<file path="config.mk">
export PLATFORM = sky130hd
export DESIGN_NAME = cyc_stamp_unit
export DESIGN_NICKNAME = d
export VERILOG_FILES = /design/src/rtl/cyc_stamp_pkg.sv /design/src/rtl/cyc_timer_core.sv /design/src/rtl/cyc_stamp_gen.sv /design/src/rtl/cyc_match_det.sv /design/src/rtl/cyc_split_read.sv /design/src/rtl/cyc_stamp_unit.sv
export SDC_FILE = /design/constraint.sdc
export NUM_CORES = 1
export LEC_CHECK = 0
export ABC_CLOCK_PERIOD_IN_PS = 10810
export BUFFER_PORTS_ARGS = -buffer_cell sky130_fd_sc_hd__buf_2
export CORE_MARGIN = 1.5
export CORE_UTILIZATION = 50
export DETAILED_ROUTE_END_ITERATION = 6
export PLACE_DENSITY = 0.7
export SLEW_MARGIN = 25
export SYNTH_ARGS = -nofsm -noshare
export SYNTH_HDL_FRONTEND = slang
export SYNTH_SLANG_ARGS = --single-unit
export TNS_END_PERCENT = 20
</file>
<file path="constraint.sdc">
create_clock -name clk -period 10.81 [get_ports clk]
set_clock_uncertainty 0.1 [all_clocks]
set_input_delay 1.081 -clock clk [delete_from_list [all_inputs] [get_ports clk]]
set_output_delay 1.081 -clock clk [all_outputs]
set_load 0.03 [all_outputs]
</file>
<file path="src/rtl/cyc_stamp_pkg.sv">
package cyc_stamp_pkg;

    // Transmit stamp engine states
    typedef enum logic {
        SG_IDLE = 1'b0,
        SG_SUM  = 1'b1
    } stamp_state_t;

    // Receive match detector states
    typedef enum logic {
        MD_IDLE  = 1'b0,
        MD_ARMED = 1'b1
    } match_state_t;

endpackage

</file>
<file path="src/rtl/cyc_timer_core.sv">
module cyc_timer_core #(
    parameter int SEC_W   = 7,
    parameter int CYC_W   = 13,
    parameter int OFS_W   = 12,
    parameter int CYC_MOD = 8000,
    parameter int OFS_MOD = 3072,
    localparam int TW     = SEC_W + CYC_W + OFS_W
) (
    input  logic          clk,
    input  logic          rst_n,
    input  logic          tick,
    input  logic          out_en,
    output logic [TW-1:0] tmr,
    output logic          chg_p,
    output logic          tclk_p
);
    localparam logic [OFS_W-1:0] OFS_LAST = OFS_W'(OFS_MOD - 1);
    localparam logic [CYC_W-1:0] CYC_LAST = CYC_W'(CYC_MOD - 1);

    logic [SEC_W-1:0] sec_q;
    logic [CYC_W-1:0] cyc_q;
    logic [OFS_W-1:0] off_q;
    logic             off_last;
    logic             cyc_last;
    logic             chg_q;
    logic             tclk_q;

    assign off_last = (off_q == OFS_LAST);
    assign cyc_last = (cyc_q == CYC_LAST);

    // field counters
    always_ff @(posedge clk) begin
        if (!rst_n) begin
            sec_q <= '0;
            cyc_q <= '0;
            off_q <= '0;
        end else if (tick) begin
            if (off_last) begin
                off_q <= '0;
                if (cyc_last) begin
                    cyc_q <= '0;
                    sec_q <= sec_q + 1'b1;
                end else begin
                    cyc_q <= cyc_q + 1'b1;
                end
            end else begin
                off_q <= off_q + 1'b1;
            end
        end
    end

    // gated pulse outputs
    always_ff @(posedge clk) begin
        if (!rst_n) begin
            chg_q  <= 1'b0;
            tclk_q <= 1'b0;
        end else begin
            chg_q  <= tick && off_last && out_en;
            tclk_q <= tick && out_en;
        end
    end

    assign tmr    = {sec_q, cyc_q, off_q};
    assign chg_p  = chg_q;
    assign tclk_p = tclk_q;

    // timer frozen when no tick
    p_hold_r2: assert property (@(posedge clk) disable iff (!rst_n)
        !tick |=> $stable(tmr));
    // fields stay below their moduli
    p_field_range_r3: assert property (@(posedge clk) disable iff (!rst_n)
        (off_q <= OFS_LAST) && (cyc_q <= CYC_LAST));
    // no clock pulse while disabled
    p_tclk_gate_r8: assert property (@(posedge clk) disable iff (!rst_n)
        !out_en |=> !tclk_p);
    // a cycle-change pulse only coincides with a clock pulse
    p_chg_with_tclk_r7: assert property (@(posedge clk) disable iff (!rst_n)
        chg_p |-> tclk_p);

endmodule

</file>
<file path="src/rtl/cyc_stamp_gen.sv">
module cyc_stamp_gen
    import cyc_stamp_pkg::*;
#(
    parameter int SEC_W   = 7,
    parameter int CYC_W   = 13,
    parameter int OFS_W   = 12,
    parameter int CYC_MOD = 8000,
    parameter int OFS_MOD = 3072,
    localparam int TW     = SEC_W + CYC_W + OFS_W
) (
    input  logic          clk,
    input  logic          rst_n,
    input  logic          trig,
    input  logic          mode_dvc,
    input  logic [TW-1:0] tmr,
    input  logic [TW-1:0] ofs,
    output logic [TW-1:0] stamp,
    output logic          vld
);
    localparam int CYC_LO = OFS_W;
    localparam int SEC_LO = OFS_W + CYC_W;
    localparam logic [OFS_W:0] OFS_LIM = (OFS_W + 1)'(OFS_MOD);
    localparam logic [CYC_W:0] CYC_LIM = (CYC_W + 1)'(CYC_MOD);

    stamp_state_t st_q, st_d;
    logic          trig_d;
    logic          fire;
    logic [TW-1:0] cap_q;
    logic [TW-1:0] cofs_q;
    logic [TW-1:0] stamp_q;
    logic          vld_q;

    logic [OFS_W:0]   o_sum, o_res;
    logic             o_car;
    logic [CYC_W:0]   c_sum, c_res;
    logic             c_car;
    logic [SEC_W-1:0] s_res;
    logic [TW-1:0]    sum_w;

    assign fire = trig && !trig_d && mode_dvc;

    // state register
    always_ff @(posedge clk) begin
        if (!rst_n) st_q <= SG_IDLE;
        else        st_q <= st_d;
    end

    // next state
    always_comb begin
        st_d = st_q;
        unique case (st_q)
            SG_IDLE: if (fire) st_d = SG_SUM;
            SG_SUM:  st_d = SG_IDLE;
            default: st_d = SG_IDLE;
        endcase
    end

    // field-wise modular adder
    always_comb begin
        o_sum = {1'b0, cap_q[OFS_W-1:0]} + {1'b0, cofs_q[OFS_W-1:0]};
        o_car = (o_sum >= OFS_LIM);
        o_res = o_car ? (o_sum - OFS_LIM) : o_sum;
        c_sum = {1'b0, cap_q[SEC_LO-1:CYC_LO]} + {1'b0, cofs_q[SEC_LO-1:CYC_LO]}
              + {{CYC_W{1'b0}}, o_car};
        c_car = (c_sum >= CYC_LIM);
        c_res = c_car ? (c_sum - CYC_LIM) : c_sum;
        s_res = cap_q[TW-1:SEC_LO] + cofs_q[TW-1:SEC_LO]
              + {{(SEC_W-1){1'b0}}, c_car};
        sum_w = {s_res, c_res[CYC_W-1:0], o_res[OFS_W-1:0]};
    end

    // outputs and capture
    always_ff @(posedge clk) begin
        if (!rst_n) begin
            trig_d  <= 1'b0;
            cap_q   <= '0;
            cofs_q  <= '0;
            stamp_q <= '0;
            vld_q   <= 1'b0;
        end else begin
            trig_d <= trig;
            vld_q  <= 1'b0;
            unique case (st_q)
                SG_IDLE: begin
                    if (fire) begin
                        cap_q  <= tmr;
                        cofs_q <= ofs;
                    end
                end
                SG_SUM: begin
                    stamp_q <= sum_w;
                    vld_q   <= 1'b1;
                end
                default: ;
            endcase
        end
    end

    assign stamp = stamp_q;
    assign vld   = vld_q;

    // publication is a single-cycle pulse
    p_vld_pulse_r4: assert property (@(posedge clk) disable iff (!rst_n)
        vld |=> !vld);
    // summing only follows a trigger seen high in trigger mode
    p_sum_cause_r4: assert property (@(posedge clk) disable iff (!rst_n)
        (st_q == SG_SUM) |-> $past(trig && mode_dvc));
    // idle engine stays idle with the trigger mode off
    p_mode_quiet_r6: assert property (@(posedge clk) disable iff (!rst_n)
        (st_q == SG_IDLE && !mode_dvc) |=> (st_q == SG_IDLE));
    // two sums are never back to back
    p_no_double_r11: assert property (@(posedge clk) disable iff (!rst_n)
        (st_q == SG_SUM) |=> (st_q == SG_IDLE));

endmodule

</file>
<file path="src/rtl/cyc_match_det.sv">
module cyc_match_det
    import cyc_stamp_pkg::*;
#(
    parameter int CMP_W = 25
) (
    input  logic             clk,
    input  logic             rst_n,
    input  logic [CMP_W-1:0] tmr_lo,
    input  logic             rx_load,
    input  logic [CMP_W-1:0] rx_ref,
    output logic             match
);
    match_state_t     st_q, st_d;
    logic [CMP_W-1:0] ref_q;
    logic             hit;
    logic             match_q;

    assign hit = (st_q == MD_ARMED) && (tmr_lo == ref_q);

    // state register
    always_ff @(posedge clk) begin
        if (!rst_n) st_q <= MD_IDLE;
        else        st_q <= st_d;
    end

    // next state: a load wins over a hit
    always_comb begin
        st_d = st_q;
        unique case (st_q)
            MD_IDLE:  if (rx_load) st_d = MD_ARMED;
            MD_ARMED: if (!rx_load && hit) st_d = MD_IDLE;
            default:  st_d = MD_IDLE;
        endcase
    end

    // outputs
    always_ff @(posedge clk) begin
        if (!rst_n) begin
            ref_q   <= '0;
            match_q <= 1'b0;
        end else begin
            if (rx_load) ref_q <= rx_ref;
            match_q <= hit && !rx_load;
        end
    end

    assign match = match_q;

    // single pulse per arming
    p_match_pulse_r9: assert property (@(posedge clk) disable iff (!rst_n)
        match |=> !match);
    // a reported hit leaves the detector disarmed
    p_match_disarm_r9: assert property (@(posedge clk) disable iff (!rst_n)
        match |-> (st_q == MD_IDLE));

endmodule

</file>
<file path="src/rtl/cyc_split_read.sv">
module cyc_split_read #(
    parameter int TW = 32,
    localparam int HW = TW / 2
) (
    input  logic          clk,
    input  logic          rst_n,
    input  logic [TW-1:0] tmr,
    input  logic          rd_hi,
    input  logic          rd_lo,
    output logic [HW-1:0] rd_data
);
    logic [HW-1:0] hold_q;
    logic [HW-1:0] data_q;

    always_ff @(posedge clk) begin
        if (!rst_n) begin
            hold_q <= '0;
            data_q <= '0;
        end else if (rd_hi) begin
            data_q <= tmr[TW-1:HW];
            hold_q <= tmr[HW-1:0];
        end else if (rd_lo) begin
            data_q <= hold_q;
        end
    end

    assign rd_data = data_q;

    // the held half is untouched between reads
    p_hold_stable_r10: assert property (@(posedge clk) disable iff (!rst_n)
        !rd_hi |=> $stable(hold_q));

endmodule

</file>
<file path="src/rtl/cyc_stamp_unit.sv">
module cyc_stamp_unit #(
    parameter int SEC_W   = 7,
    parameter int CYC_W   = 13,
    parameter int OFS_W   = 12,
    parameter int CYC_MOD = 8000,
    parameter int OFS_MOD = 3072,
    localparam int TW     = SEC_W + CYC_W + OFS_W,
    localparam int CMP_W  = CYC_W + OFS_W,
    localparam int HW     = TW / 2
) (
    input  logic             clk,
    input  logic             rst_n,
    input  logic             tick_in,
    input  logic             out_en,
    input  logic             mode_dvc,
    input  logic             trig_in,
    input  logic [TW-1:0]    ofs_in,
    output logic [TW-1:0]    stamp_out,
    output logic             stamp_vld,
    input  logic             rx_load,
    input  logic [CMP_W-1:0] rx_stamp,
    output logic             match_out,
    input  logic             rd_hi,
    input  logic             rd_lo,
    output logic [HW-1:0]    rd_data,
    output logic             tclk_out,
    output logic             chg_out
);
    logic [TW-1:0] tmr;

    cyc_timer_core #(
        .SEC_W(SEC_W), .CYC_W(CYC_W), .OFS_W(OFS_W),
        .CYC_MOD(CYC_MOD), .OFS_MOD(OFS_MOD)
    ) core_i (
        .clk(clk), .rst_n(rst_n), .tick(tick_in), .out_en(out_en),
        .tmr(tmr), .chg_p(chg_out), .tclk_p(tclk_out)
    );

    cyc_stamp_gen #(
        .SEC_W(SEC_W), .CYC_W(CYC_W), .OFS_W(OFS_W),
        .CYC_MOD(CYC_MOD), .OFS_MOD(OFS_MOD)
    ) gen_i (
        .clk(clk), .rst_n(rst_n), .trig(trig_in), .mode_dvc(mode_dvc),
        .tmr(tmr), .ofs(ofs_in), .stamp(stamp_out), .vld(stamp_vld)
    );

    cyc_match_det #(
        .CMP_W(CMP_W)
    ) det_i (
        .clk(clk), .rst_n(rst_n), .tmr_lo(tmr[CMP_W-1:0]),
        .rx_load(rx_load), .rx_ref(rx_stamp), .match(match_out)
    );

    cyc_split_read #(
        .TW(TW)
    ) rd_i (
        .clk(clk), .rst_n(rst_n), .tmr(tmr),
        .rd_hi(rd_hi), .rd_lo(rd_lo), .rd_data(rd_data)
    );

endmodule

</file>
# Word-level counts from Yosys, hierarchy flattened
# Index checks and enable logic that the tools add are counted.
# totals
regBits,192
latch_bits,0
ram_bits,0
romBits,0
input_bits,66
word_cells,58
n_memories,0
# op_classes
addsub,10
mul,0
div_mod_pow,0
n_lt_le_gt_ge,2
n_eq_ne,3
shift,0
n_mux,12
bitwise_logic,2
reduce_logical,13
# op_table
cell,count
$mux W16,2
$mux W13,2
$eq A25 B25 Y1,1
$mux W12,2
$add A13 B13 Y14,1
$add A14 B1 Y14,1
$ge A14 B13 Y1 const B,1
$add A12 B12 Y13,1
$add A13 B1 Y13 const B,1
$eq A13 B13 Y1 const B,1
$ge A13 B12 Y1 const B,1
$sub A13 B13 Y13 const B,1
$add A12 B1 Y12 const B,1
$eq A12 B12 Y1 const B,1
$sub A12 B12 Y12 const B,1
$add A7 B1 Y7,1
$add A7 B1 Y7 const B,1
$add A7 B7 Y7,1
$logic_and A1 B1 Y1,7
$mux W1,4
$pmux W1 S2,2
$reduce_and A2 Y1,2
$reduce_and A3 Y1,1
$logic_not A1 Y1,2
2 further kinds,3

# Longest topological paths before layout
# Gate-level depths: netlist (run 1).
# logic_depth
depth_word,5
ltp_mapped,36
ltp_nobuf,36

# Hierarchy
# A second synthesis (run 1) with hierarchy kept.
# unflattened
hier_cells,1067
area_unflattened_um2,9504.1
# by_module_without_submodules
module,n_inst,cells_each,area_per_inst_um2
cyc_stamp_gen,1,635,5180.0
cyc_timer_core,1,191,1609.0
cyc_split_read,1,122,1448.9
cyc_match_det,1,119,1266.2

# Least setup slack after synthesis (run 1)
# No wires, ideal clock.
# synth_path
path_type,register to register
from,reg gen_i.cofs_q[0]
to,"reg gen_i.stamp_q[31], in the netlist gen_i.stamp[31]"
setup_time_ns,0.116
arrival_time_ns,7.317
setup_slack_ns,3.276
path_stages_with_launch,35
path_cell_list,dfxtp_1 -> ha_1 -> fa_1 -> a211oi_1 -> o21ai_0 -> a211oi_1 -> o31ai_1 -> nor2_1 -> ha_1 -> nand3_1 -> or3_1 -> or4_4 -> o311ai_4 -> a21oi_1 -> fa_1 -> inv_1 -> fa_1 -> a21oi_1 -> o2111ai_2 -> xor2_1 -> ha_1 -> nand4b_1 -> o41ai_1 -> and4_1 -> nor2_1 -> fa_1 -> fa_1 -> nor2b_1 -> o21ai_0 -> nand2b_1 -> a21o_1 -> a21oi_1 -> xnor2_1 -> nand2_1 -> o211a_1
# synth_between
elab_chain_len,5
# synth_rtl
item,line_no,source
from (decl),cyc_stamp_gen.sv:29,logic [TW-1:0] cofs_q;
from (signal assigned),cyc_stamp_gen.sv:87,cofs_q <= ofs;
$add A12 B12 Y13,cyc_stamp_gen.sv:60,"o_sum = {1'b0, cap_q[OFS_W-1:0]} + {1'b0, cofs_q[OFS_W-1:0]};"
$ge A13 B12 Y1,cyc_stamp_gen.sv:61,o_car = (o_sum >= OFS_LIM);
$add A14 B1 Y14,cyc_stamp_gen.sv:64,"+ {{CYC_W{1'b0}}, o_car};"
$ge A14 B13 Y1,cyc_stamp_gen.sv:65,c_car = (c_sum >= CYC_LIM);
$add A7 B1 Y7,cyc_stamp_gen.sv:68,"+ {{(SEC_W-1){1'b0}}, c_car};"
to (signal assigned),cyc_stamp_gen.sv:91,stamp_q <= sum_w;
to (decl),cyc_stamp_gen.sv:30,logic [TW-1:0] stamp_q;
# No other way between the ends.
# A chain may end at the register's enable or synchronous reset.

# Worst setup path after layout (run 1)
# Ends and elaborated chain as after synthesis.

==> impl_metrics.py, run 1 <==
metrics = {
    "layout": {
        "drive_above_1_share": 0.1454,
        "stdcell_count": 1364,
        "fin_util": 0.5855,
        "antennaDiodeCount": 0,
        "areaGrowthSynthToFinish_pct": 13.78,
        "multi_input_area_sq_mm": 0.005156,
        "ff_latch_area_sq_mm": 0.003844,
        "fillers": 1613,
        "nNetsFinal": 1228,
    },
    "logic_synthesis": {
        "ys_warn_count": 0,
        "syn_area_sq_mm": 0.009306,
        "synthArstFlopShare": 0,
        "synth_cell_types": 58,
        "yosys.area.top_type": "dfxtp_1",
        "ys_ff_latch": 192,
        "synth_top_area_share": 0.4130,
        "ys.flop_type": "dfxtp_1",
        "synth_edf_count": 0,
        "syn_inst": 1045,
        "synth.area.top_cells": "dfxtp_1, mux2i_1, nand2_1",
        "yosysSeqAreaShare": 0.4130,
        "synthTopCellsByCount": "dfxtp_1, nand2_1, mux2i_1",
        "synth_fp_nets": 1151,
        "yosysMostFrequentCell": "dfxtp_1",
        "syn_area_per_cell_sq_um": 8.906,
    },
    "clock_tree": {
        "cts_resized": 0,
        "cts_root_buf": "clkbuf_16",
        "insertion_delay_ns": 0.44,
        "clockBufferDepth": 2,
        "cts_buffers": 17,
        "cts_sinks": 192,
        "cts-hold-fix-buffers": 0,
        "cts_setup_buffers": 0,
        "cts_tree": "done",
        "h-tree-depth": 4,
        "clk_pin_slew_worst_paths_ns": 0.07,
    },
    "timing": {
        "fmax_mhz": 119.8,
        "report.final.slew_viol_count": 0,
        "tightest_slew_ns": 0.9292,
        "slew_headroom": 0.3805,
        "rsz0062_at_grt": "no",
        "fin_tns_setup_ns": 0,
        "hold_violations": 0,
        "fin_hold_ws_ns": 0.3372,
        "period_needed_ns": 8.346,
        "setup_viol": 0,
        "fin_crit_sh": 0.7721,
    },
    "setup_path": {
        "startpoint_type": "flip-flop",
        "critPathRequiredTime_ns": 11.05,
        "path_max_fanout": 5,
        "cp.arrival_ns": 8.58,
        "reg2reg_from": "gen_i.cofs_q[0]$_SDFFE_PN0P_",
        "worst-setup-path-type": "reg -> reg",
        "rrSetupSlack_ns": 2.46,
        "cp-end-kind": "flip-flop",
        "crit_top_cell": "fa_1",
        "r2r_end": "gen_i.stamp[31]$_SDFFE_PN0P_",
        "worst-r2r-cell-count": 35,
        "cpPeakStageDelay_ns": 0.53,
        "crit_path_top_delay_cell": "o41ai_1",
    },
    "die": {
        "initial_utilization": 0.5146,
        "dieArea_sq_mm": 0.01944,
        "io_pins": 118,
        "die_y_um": 139.4,
        "die_w_um": 139.4,
        "rows": 49,
        "core_area_sq_mm": 0.01809,
    },
    "pwr": {
        "power_density_mw_per_mm2": 140.1,
        "p_leak_nw": 4.361,
        "vdd_drop_max_v": 0.0001114,
        "power_mw": 1.483,
    },
    "grt": {
        "grt-ovfl-total": 0,
        "grt_first_pass_wirelength_um": 33550,
        "track_usage": 0.2125,
        "grt_max_degree": 130,
        "antenna_found_initial": 0,
        "first_global_vias": 6722,
    },
    "place": {
        "dpl.cell_count": 1332,
        "gp_congestion": 0.8417,
        "portBuffers": 117,
        "dp_hpwl_um": 14140,
    },
    "min_path": {
        "hold_start": "det_i.st_q$_SDFF_PN0_",
        "hold_class": "reg -> reg",
        "whs_endpoint": "det_i.match$_SDFF_PN0_",
        "whs_path_depth": 2,
    },
    "route": {
        "vias": 7240,
        "routed_wl_um": 20450,
        "postRouteAntennaNets": 0,
        "route.detailed.drc": 10,
        "via_per_inst": 5.308,
        "wl_per_cell_um": 14.99,
        "first_pass_iters": 7,
        "first_iter_violations": 414,
    },
    "flow_run": {
        "drv_cap": 0,
    },
    "run_status": {
        "violations": "design-rule violations",
        "status": "complete, but fails checks",
    },
}
==> flip-flops by register name (all words and copies together), names as in the netlist <==
name	flops
gen_i.vld	1
core_i.cyc_q	13
det_i.st_q	1
core_i.tclk_p	1
rd_i.hold_q	16
rd_i.rd_data	16
gen_i.stamp	32
gen_i.st_q	1
gen_i.trig_d	1
det_i.match	1
det_i.ref_q	25
gen_i.cofs_q	32
core_i.sec_q	7
core_i.chg_p	1
core_i.off_q	12
gen_i.cap_q	32
==> power by group <==
part / internal, mW / total [mW] / switching [mW]
combinational: 0.0461 / 0.107 / 0.0607
clock: 0.349 / 0.643 / 0.294
sequential: 0.722 / 0.733 / 0.0111
total: 1.12 / 1.48 / 0.366
==> worst max-delay path by stage <==
stage | startpoint | to | cells after the start
2_1_floorplan | gen_i.cofs_q[0]$_SDFFE_PN0P_ | gen_i.stamp[31]$_SDFFE_PN0P_ | 34
3_3_place_gp | gen_i.cofs_q[0]$_SDFFE_PN0P_ | gen_i.stamp[31]$_SDFFE_PN0P_ | 34
3_5_place_dp | gen_i.cofs_q[0]$_SDFFE_PN0P_ | gen_i.stamp[31]$_SDFFE_PN0P_ | 34
4_1_cts | gen_i.cofs_q[0]$_SDFFE_PN0P_ | gen_i.stamp[31]$_SDFFE_PN0P_ | 34
5_1_grt | gen_i.cofs_q[0]$_SDFFE_PN0P_ | gen_i.stamp[31]$_SDFFE_PN0P_ | 34
6_report | gen_i.cofs_q[0]$_SDFFE_PN0P_ | gen_i.stamp[31]$_SDFFE_PN0P_ | 35
==> layer usage <==
layer | vias up | global-route usage | share of wire
met5 | - | 0 | 0
met4 | 0 | 0.05319 | 0.0096
met3 | 13 | 0.04577 | 0.045
met2 | 148 | 0.3278 | 0.44
met1 | 3375 | 0.3023 | 0.50
li1 | 3704 | - | -
==> layout by cell type (no fill, tap or decap), types with 4 or more instances in the layout <==
cell type and n:
dfxtp_1 192, nand2_1 181, buf_2 116, mux2i_1 74
nor2b_1 69, a21boi_0 66, nor2_1 47, xnor2_1 45
ha_1 35, o21ai_0 33, xor2_1 30, and2_1 29
a21oi_1 25, inv_1 18, nand3_1 17, clkbuf_16 17
nand4_1 16, nor3_1 9, o211a_1 7, a211oi_1 6
o21a_1 6, o211ai_1 6, or3_1 5, fa_1 5
buf_4 5, a21o_1 4, a31oi_1 4, and4_1 4
nor3b_1 4, clkinv_4 4
==> cell families (layout without fill, tap and decap cells) <==
family	count (synthesis)	after routing	share of synthesized area
compound gates	182	182	0.1378
mux	74	74	0.07959
simple gates	400	400	0.2076
buf+inv	82	172	0.03361
flops	192	192	0.4130
xor+xnor	75	75	0.07058
fa+ha+maj	40	40	0.05781
==> final cells by class <==
class / instances / share of cell area
multi-input combinational: 771 / 0.4869
sequential: 192 / 0.3630
timing repair buffer: 122 / 0.05944
clock buffer: 17 / 0.04017
tap: 229 / 0.02706
clock inverter: 15 / 0.01702
inverter: 18 / 0.006381
==> worst max-delay path, delay by kind of cell (launching register included) <==
family | cells | cell delay, ns
XOR/XNOR | 2 | 0.31
AO/OA/AOI/OAI | 14 | 2.95
AND/OR/NAND/NOR | 11 | 2.19
buffers and inverters | 1 | 0.12
flip-flops | 1 | 0.31
adder cells (fa/ha/maj) | 7 | 2.26
==> through the flow <==
stage,setup slack [ns],instance area [sq um]
final,2.464,10590
after global routing,1.775,10590
after CTS,2.509,10590
after detailed placement,2.540,9980
after global placement,2.701,9980
after floorplan,3.276,9306
Power figures use the tool's default switching activity.
==> run 2, diff against run 1 <==
- ABC_AREA: unset -> 1
- ABC_CLOCK_PERIOD_IN_PS: 10810 -> 6750
- PLACE_DENSITY: 0.7 -> 0.73
- clock period: 10.81 -> 6.75 ns (I/O delays scaled with it)
==> run 2 against run 1 <==
Compared with the run above:
- the flow now finishes without violations
- final cell count grew 17%
- sequential power grew 64%
- maximum frequency grew 34%
- clock power grew 57%
- first-iteration DRC count grew 32%
- setup slack lost 1.9 ns
- hold slack lost 0.013 ns
- largest power group unchanged
==> impl_metrics.py, run 2 <==
metrics = {
    "run_status": {
        "status": "complete, no violations",
    },
    "route": {
        "routed_wl_um": 22320,
        "wl_per_cell_um": 13.94,
        "postRouteAntennaNets": 0,
        "first_iter_violations": 547,
        "first_pass_iters": 6,
        "vias": 8268,
        "route.detailed.drc": 0,
        "via_per_inst": 5.161,
    },
    "timing": {
        "report.final.slew_viol_count": 0,
        "period_needed_ns": 6.212,
        "fmax_mhz": 161.0,
        "rsz0062_at_grt": "no",
        "setup_viol": 0,
        "fin_tns_setup_ns": 0,
        "hold_violations": 0,
        "slew_headroom": 0.3882,
        "tightest_slew_ns": 0.9167,
        "fin_crit_sh": 0.9203,
        "fin_hold_ws_ns": 0.3246,
    },
    "grt": {
        "grt_first_pass_wirelength_um": 36600,
        "grt-ovfl-total": 0,
        "use_met1": 0.3296,
        "busiest_layer": "met2",
        "first_global_vias": 7600,
        "met2_usage": 0.3689,
        "gr-usage-met3": 0.03488,
        "antenna_found_initial": 0,
        "grt_max_degree": 103,
        "track_usage": 0.2322,
    },
    "place": {
        "dpl.cell_count": 1567,
        "gp_congestion": 0.8936,
        "dp_hpwl_um": 15920,
        "portBuffers": 117,
        "place_area_sq_mm": 0.009913,
    },
    "logic_synthesis": {
        "ys.flop_type": "dfxtp_1",
        "synthArstFlopShare": 0,
        "synth_edf_count": 0,
        "synth.area.top_cells": "dfxtp_1, nand2_1, o21ai_0",
        "syn_area_per_cell_sq_um": 7.258,
        "syn_inst": 1267,
        "synth_fp_nets": 1373,
        "yosysMostFrequentCell": "nand2_1",
        "ys_ff_latch": 192,
        "yosys.area.top_type": "dfxtp_1",
        "synthTopCellsByCount": "nand2_1, dfxtp_1, nor2_1",
        "yosysSeqAreaShare": 0.4180,
        "syn_area_sq_mm": 0.009196,
        "synth_cell_types": 50,
        "ys_warn_count": 0,
        "synth_top_area_share": 0.4180,
    },
    "layout": {
        "nNetsFinal": 1466,
        "stdcell_count": 1602,
        "drive_above_1_share": 0.1529,
        "final_common_cell": "nand2_1",
        "antennaDiodeCount": 0,
        "final_cell_mix": "nand2_1, dfxtp_1, nor2_1, inv_1, o21ai_0",
        "areaGrowthSynthToFinish_pct": 15.95,
        "final_area_sq_mm": 0.01066,
    },
    "pwr": {
        "vdd_drop_max_v": 0.0001929,
        "p_leak_nw": 5.006,
        "power_mw": 2.498,
        "power_density_mw_per_mm2": 234.2,
    },
    "min_path": {
        "hold_class": "in -> reg",
    },
    "setup_path": {
        "critPathRequiredTime_ns": 7.01,
        "path_max_fanout": 8,
        "crit_path_top_delay_cell": "fa_2",
        "cp.arrival_ns": 6.47,
        "startpoint_type": "flip-flop",
        "worst-setup-path-type": "reg -> reg",
        "cp-end-kind": "flip-flop",
        "cpPeakStageDelay_ns": 0.37,
    },
    "clock_tree": {
        "cts_buffers": 17,
        "clockBufferDepth": 2,
        "cts_root_buf": "clkbuf_16",
        "cts_tree": "done",
        "h-tree-depth": 4,
        "insertion_delay_ns": 0.44,
        "cts_sinks": 192,
        "clk_pin_slew_worst_paths_ns": 0.08,
    },
    "die": {
        "initial_utilization": 0.5102,
        "rows": 49,
        "die_w_um": 138.6,
        "core_area_sq_mm": 0.01802,
        "dieArea_sq_mm": 0.01922,
        "io_pins": 118,
        "die_y_um": 138.6,
    },
    "flow_run": {
        "drv_cap": 0,
    },
}
-- run 2: where the power goes --
part	internal [mW]	leakage, nW	switching (mW)
logic	0.103	3.15	0.178
registers	1.17	1.57	0.0298
clock network	0.529	0.295	0.483
-- run 2: per-stage QoR --
stage               worst slack, ns  utilization
finish                       0.5377       0.5916
global placement             0.5825       0.5497
floorplan                    0.9559            -
detailed placement           0.3521       0.5500
global route                0.02764       0.5916
CTS                          0.2699       0.5829
-- run 2: worst max-delay path: cells and delay by family, from the launching register on --
kind | cells | cell delay [ns]
buf+inv | 5 | 0.40
fa+ha+maj | 8 | 2.17
compound gates | 5 | 0.64
simple gates | 25 | 2.38
flops | 1 | 0.33
xor+xnor | 1 | 0.14
-- run 2: layout make-up --
| type | count | area, sq um |
|---|---|---|
| clock buffers | 17 | 425.4 |
| flip-flops and latches | 192 | 3844 |
| repair buffers | 124 | 638.1 |
| inverters | 149 | 559.3 |
| fillers | 1727 | 7362 |
| well taps | 229 | 286.5 |
| multi-input cells | 876 | 4742 |
| clock inverters | 15 | 167.7 |
-- run 2: worst paths after layout --
| path | cells after the start | from | slack [ns] | end |
|---|---|---|---|---|
| min | 3 | trig_in | 0.32 | gen_i.trig_d$_SDFF_PN0_ |
| max reg2reg | 44 | gen_i.cofs_q[0]$_SDFFE_PN0P_ | 0.54 | gen_i.stamp[31]$_SDFFE_PN0P_ |
| min reg2reg | 2 | gen_i.stamp[10]$_SDFFE_PN0P_ | 0.35 | gen_i.stamp[10]$_SDFFE_PN0P_ |
| max | 44 | gen_i.cofs_q[0]$_SDFFE_PN0P_ | 0.54 | gen_i.stamp[31]$_SDFFE_PN0P_ |
-- run 2: cells by family after synthesis --
| group | count (synthesis) | share of synthesized area |
|---|---|---|
| xor gates and xnor gates | 36 | 0.03429 |
| and+or+nand+nor | 537 | 0.2509 |
| AOI/OAI and AO/OA | 263 | 0.1559 |
| DFF | 192 | 0.4180 |
| buffers and inverters | 199 | 0.08245 |
| adders and majority gates | 40 | 0.05850 |
-- run 2: metal layers --
| layer | routed length, um | share of wire |
|---|---|---|
| met5 | 0 | 0 |
| met4 | 267 | 0.012 |
| met3 | 911 | 0.041 |
| met2 | 9912 | 0.44 |
| met1 | 11230 | 0.50 |
-- run 2: repair_timing --
item	CTS	global route
setup buffers	0	3
hold buffers	0	0
gates resized for setup	0	28
setup endpoints to repair	0	3
==> run 3, diff against run 2 <==
- MAX_ROUTING_LAYER: unset -> met4
==> run 3 against run 2 <==
Compared with the run above:
- first-iteration DRC count up 20%
- total power up 5.2%
- core utilization up 0.44 points
- design area up 0.74%
- global-route usage up 0.98 points
- clock-buffer cell count up 1
- hold slack better by 0.016 ns
- die area unchanged
- critical path type unchanged
==> impl_metrics.py, run 3 (synthesis results as in run 2) <==
metrics = {
    "layout": {
        "final_area_sq_mm": 0.01074,
        "final_cell_mix": "nand2_1, dfxtp_1, nor2_1, inv_1, o21ai_0",
        "final_common_cell": "nand2_1",
        "fillers": 1673,
        "stdcell_count": 1600,
        "multi_input_area_sq_mm": 0.004763,
        "antennaDiodeCount": 0,
        "ff_latch_area_sq_mm": 0.003844,
        "drive_above_1_share": 0.1568,
        "areaGrowthSynthToFinish_pct": 16.80,
        "fin_util": 0.5959,
        "nNetsFinal": 1464,
    },
    "setup_path": {
        "startpoint_type": "flip-flop",
        "cpPeakStageDelay_ns": 0.38,
        "rrSetupSlack_ns": 0.52,
        "cp.arrival_ns": 6.48,
        "cp-end-kind": "flip-flop",
        "reg2reg_from": "gen_i.cofs_q[0]$_SDFFE_PN0P_",
        "crit_top_cell": "nand3_1",
        "worst-setup-path-type": "reg -> reg",
        "worst-r2r-cell-count": 44,
        "r2r_end": "gen_i.stamp[31]$_SDFFE_PN0P_",
        "crit_path_top_delay_cell": "fa_2",
        "path_max_fanout": 8,
        "critPathRequiredTime_ns": 7.00,
    },
    "route": {
        "route.detailed.drc": 0,
        "via_per_inst": 5.243,
        "first_iter_violations": 658,
        "routed_wl_um": 22830,
        "wl_per_cell_um": 14.27,
        "vias": 8388,
        "first_pass_iters": 5,
        "postRouteAntennaNets": 0,
    },
    "die": {
        "initial_utilization": 0.5102,
        "dieArea_sq_mm": 0.01922,
        "core_area_sq_mm": 0.01802,
        "rows": 49,
        "die_y_um": 138.6,
        "io_pins": 118,
        "die_w_um": 138.6,
    },
    "grt": {
        "met2_usage": 0.3687,
        "use_met1": 0.3401,
        "antenna_found_initial": 0,
        "busiest_layer": "met2",
        "first_global_vias": 7506,
        "grt_first_pass_wirelength_um": 36990,
        "track_usage": 0.2420,
        "gr-usage-met3": 0.03867,
        "grt-ovfl-total": 0,
        "grt_max_degree": 91,
    },
    "timing": {
        "fin_hold_ws_ns": 0.3408,
        "slew_headroom": 0.3654,
        "tightest_slew_ns": 0.9509,
        "fmax_mhz": 160.6,
        "fin_crit_sh": 0.9223,
        "period_needed_ns": 6.226,
        "report.final.slew_viol_count": 0,
        "setup_viol": 0,
        "hold_violations": 0,
        "rsz0062_at_grt": "no",
        "finalWorstSetupSlack_ns": 0.5243,
        "fin_tns_setup_ns": 0,
    },
    "clock_tree": {
        "cts_tree": "done",
        "insertion_delay_ns": 0.44,
        "cts-hold-fix-buffers": 0,
        "cts_buffers": 17,
        "cts_root_buf": "clkbuf_16",
        "h-tree-depth": 4,
        "clk_pin_slew_worst_paths_ns": 0.07,
        "clockBufferDepth": 2,
        "cts_sinks": 192,
    },
    "place": {
        "portBuffers": 117,
        "place_area_sq_mm": 0.009913,
        "dpl.cell_count": 1567,
        "pre_cts_ws_ns": 0.3539,
        "dp_hpwl_um": 16230,
        "gp_congestion": 0.9083,
    },
    "pwr": {
        "p_comb_frac": 0.109,
        "seq_power_share": 0.458,
        "p_leak_nw": 5.021,
        "p_switching_uw": 673.7,
        "vdd_drop_max_v": 0.0002072,
        "p_int_mw": 1.954,
        "p_clk_frac": 0.433,
        "power_density_mw_per_mm2": 244.6,
        "power_mw": 2.628,
        "p_sw_frac": 0.2564,
    },
    "min_path": {
        "whs_endpoint": "gen_i.trig_d$_SDFF_PN0_",
        "hold_class": "in -> reg",
        "hold_start": "trig_in",
        "whs_path_depth": 3,
    },
    "run_status": {
        "status": "complete, no violations",
    },
    "flow_run": {
        "drv_cap": 0,
    },
}
==> run 3: cell types whose count changed in the layout (fill, tap and decap cells not counted), moves of 2 or more <==
cell        before  now
clkinvlp_4       0    3
nand2_1        253  249
clkinv_8         2    0
nand2_2         10   14
buf_4            7    5
bufinv_16        1    5
inv_6            6    2
==> run 3: area by class of cell <==
| type | count | share of cell area |
|---|---|---|
| multi-input cells | 876 | 0.4434 |
| flip-flops and latches | 192 | 0.3578 |
| repair buffers | 122 | 0.05801 |
| inverters | 149 | 0.05207 |
| clock buffers | 18 | 0.04089 |
| well taps | 229 | 0.02667 |
| clock inverters | 14 | 0.02108 |
==> run 3: how the worst max path moves through the flow <==
stage,to,slack [ns],from
floorplan,gen_i.stamp[31]$_SDFFE_PN0P_,0.96,gen_i.cofs_q[0]$_SDFFE_PN0P_
global placement,gen_i.stamp[31]$_SDFFE_PN0P_,0.54,gen_i.cofs_q[4]$_SDFFE_PN0P_
detailed placement,gen_i.stamp[31]$_SDFFE_PN0P_,0.35,gen_i.cap_q[7]$_SDFFE_PN0P_
CTS,gen_i.stamp[31]$_SDFFE_PN0P_,0.19,gen_i.cap_q[7]$_SDFFE_PN0P_
global route,gen_i.stamp[31]$_SDFFE_PN0P_,0.01,gen_i.cap_q[5]$_SDFFE_PN0P_
finish,gen_i.stamp[31]$_SDFFE_PN0P_,0.52,gen_i.cofs_q[0]$_SDFFE_PN0P_
==> run 3: worst max-delay path: cells and delay by family, from the launching register on <==
kind / cells / cell delay, ns
AOI/OAI and AO/OA: 5 / 0.61
and+or+nand+nor: 25 / 2.44
buffers and inverters: 5 / 0.38
adders and majority gates: 8 / 2.19
xor gates and xnor gates: 1 / 0.14
DFF: 1 / 0.32
==> run 3: routing by layer <==
metal / part of all wire / wire length [um]
met1: 0.50 / 11310
met4: 0.011 / 246
met3: 0.049 / 1114
met2: 0.45 / 10160
met5: 0 / 0
==> run 3: power groups by stage <==
stage	combinational, mW	sequential, mW	clock, mW
6_report	0.286	1.20	1.14
5_1_grt	0.324	1.21	1.19
4_1_cts	0.274	1.20	1.15
3_5_place_dp	0.271	1.23	0
3_3_place_gp	0.267	1.23	0
2_1_floorplan	0.188	1.23	0
==> run 3: timing repair <==
action	in CTS	in global routing
buffers inserted	0	1
setup endpoints to repair	0	4
resized for setup	0	34
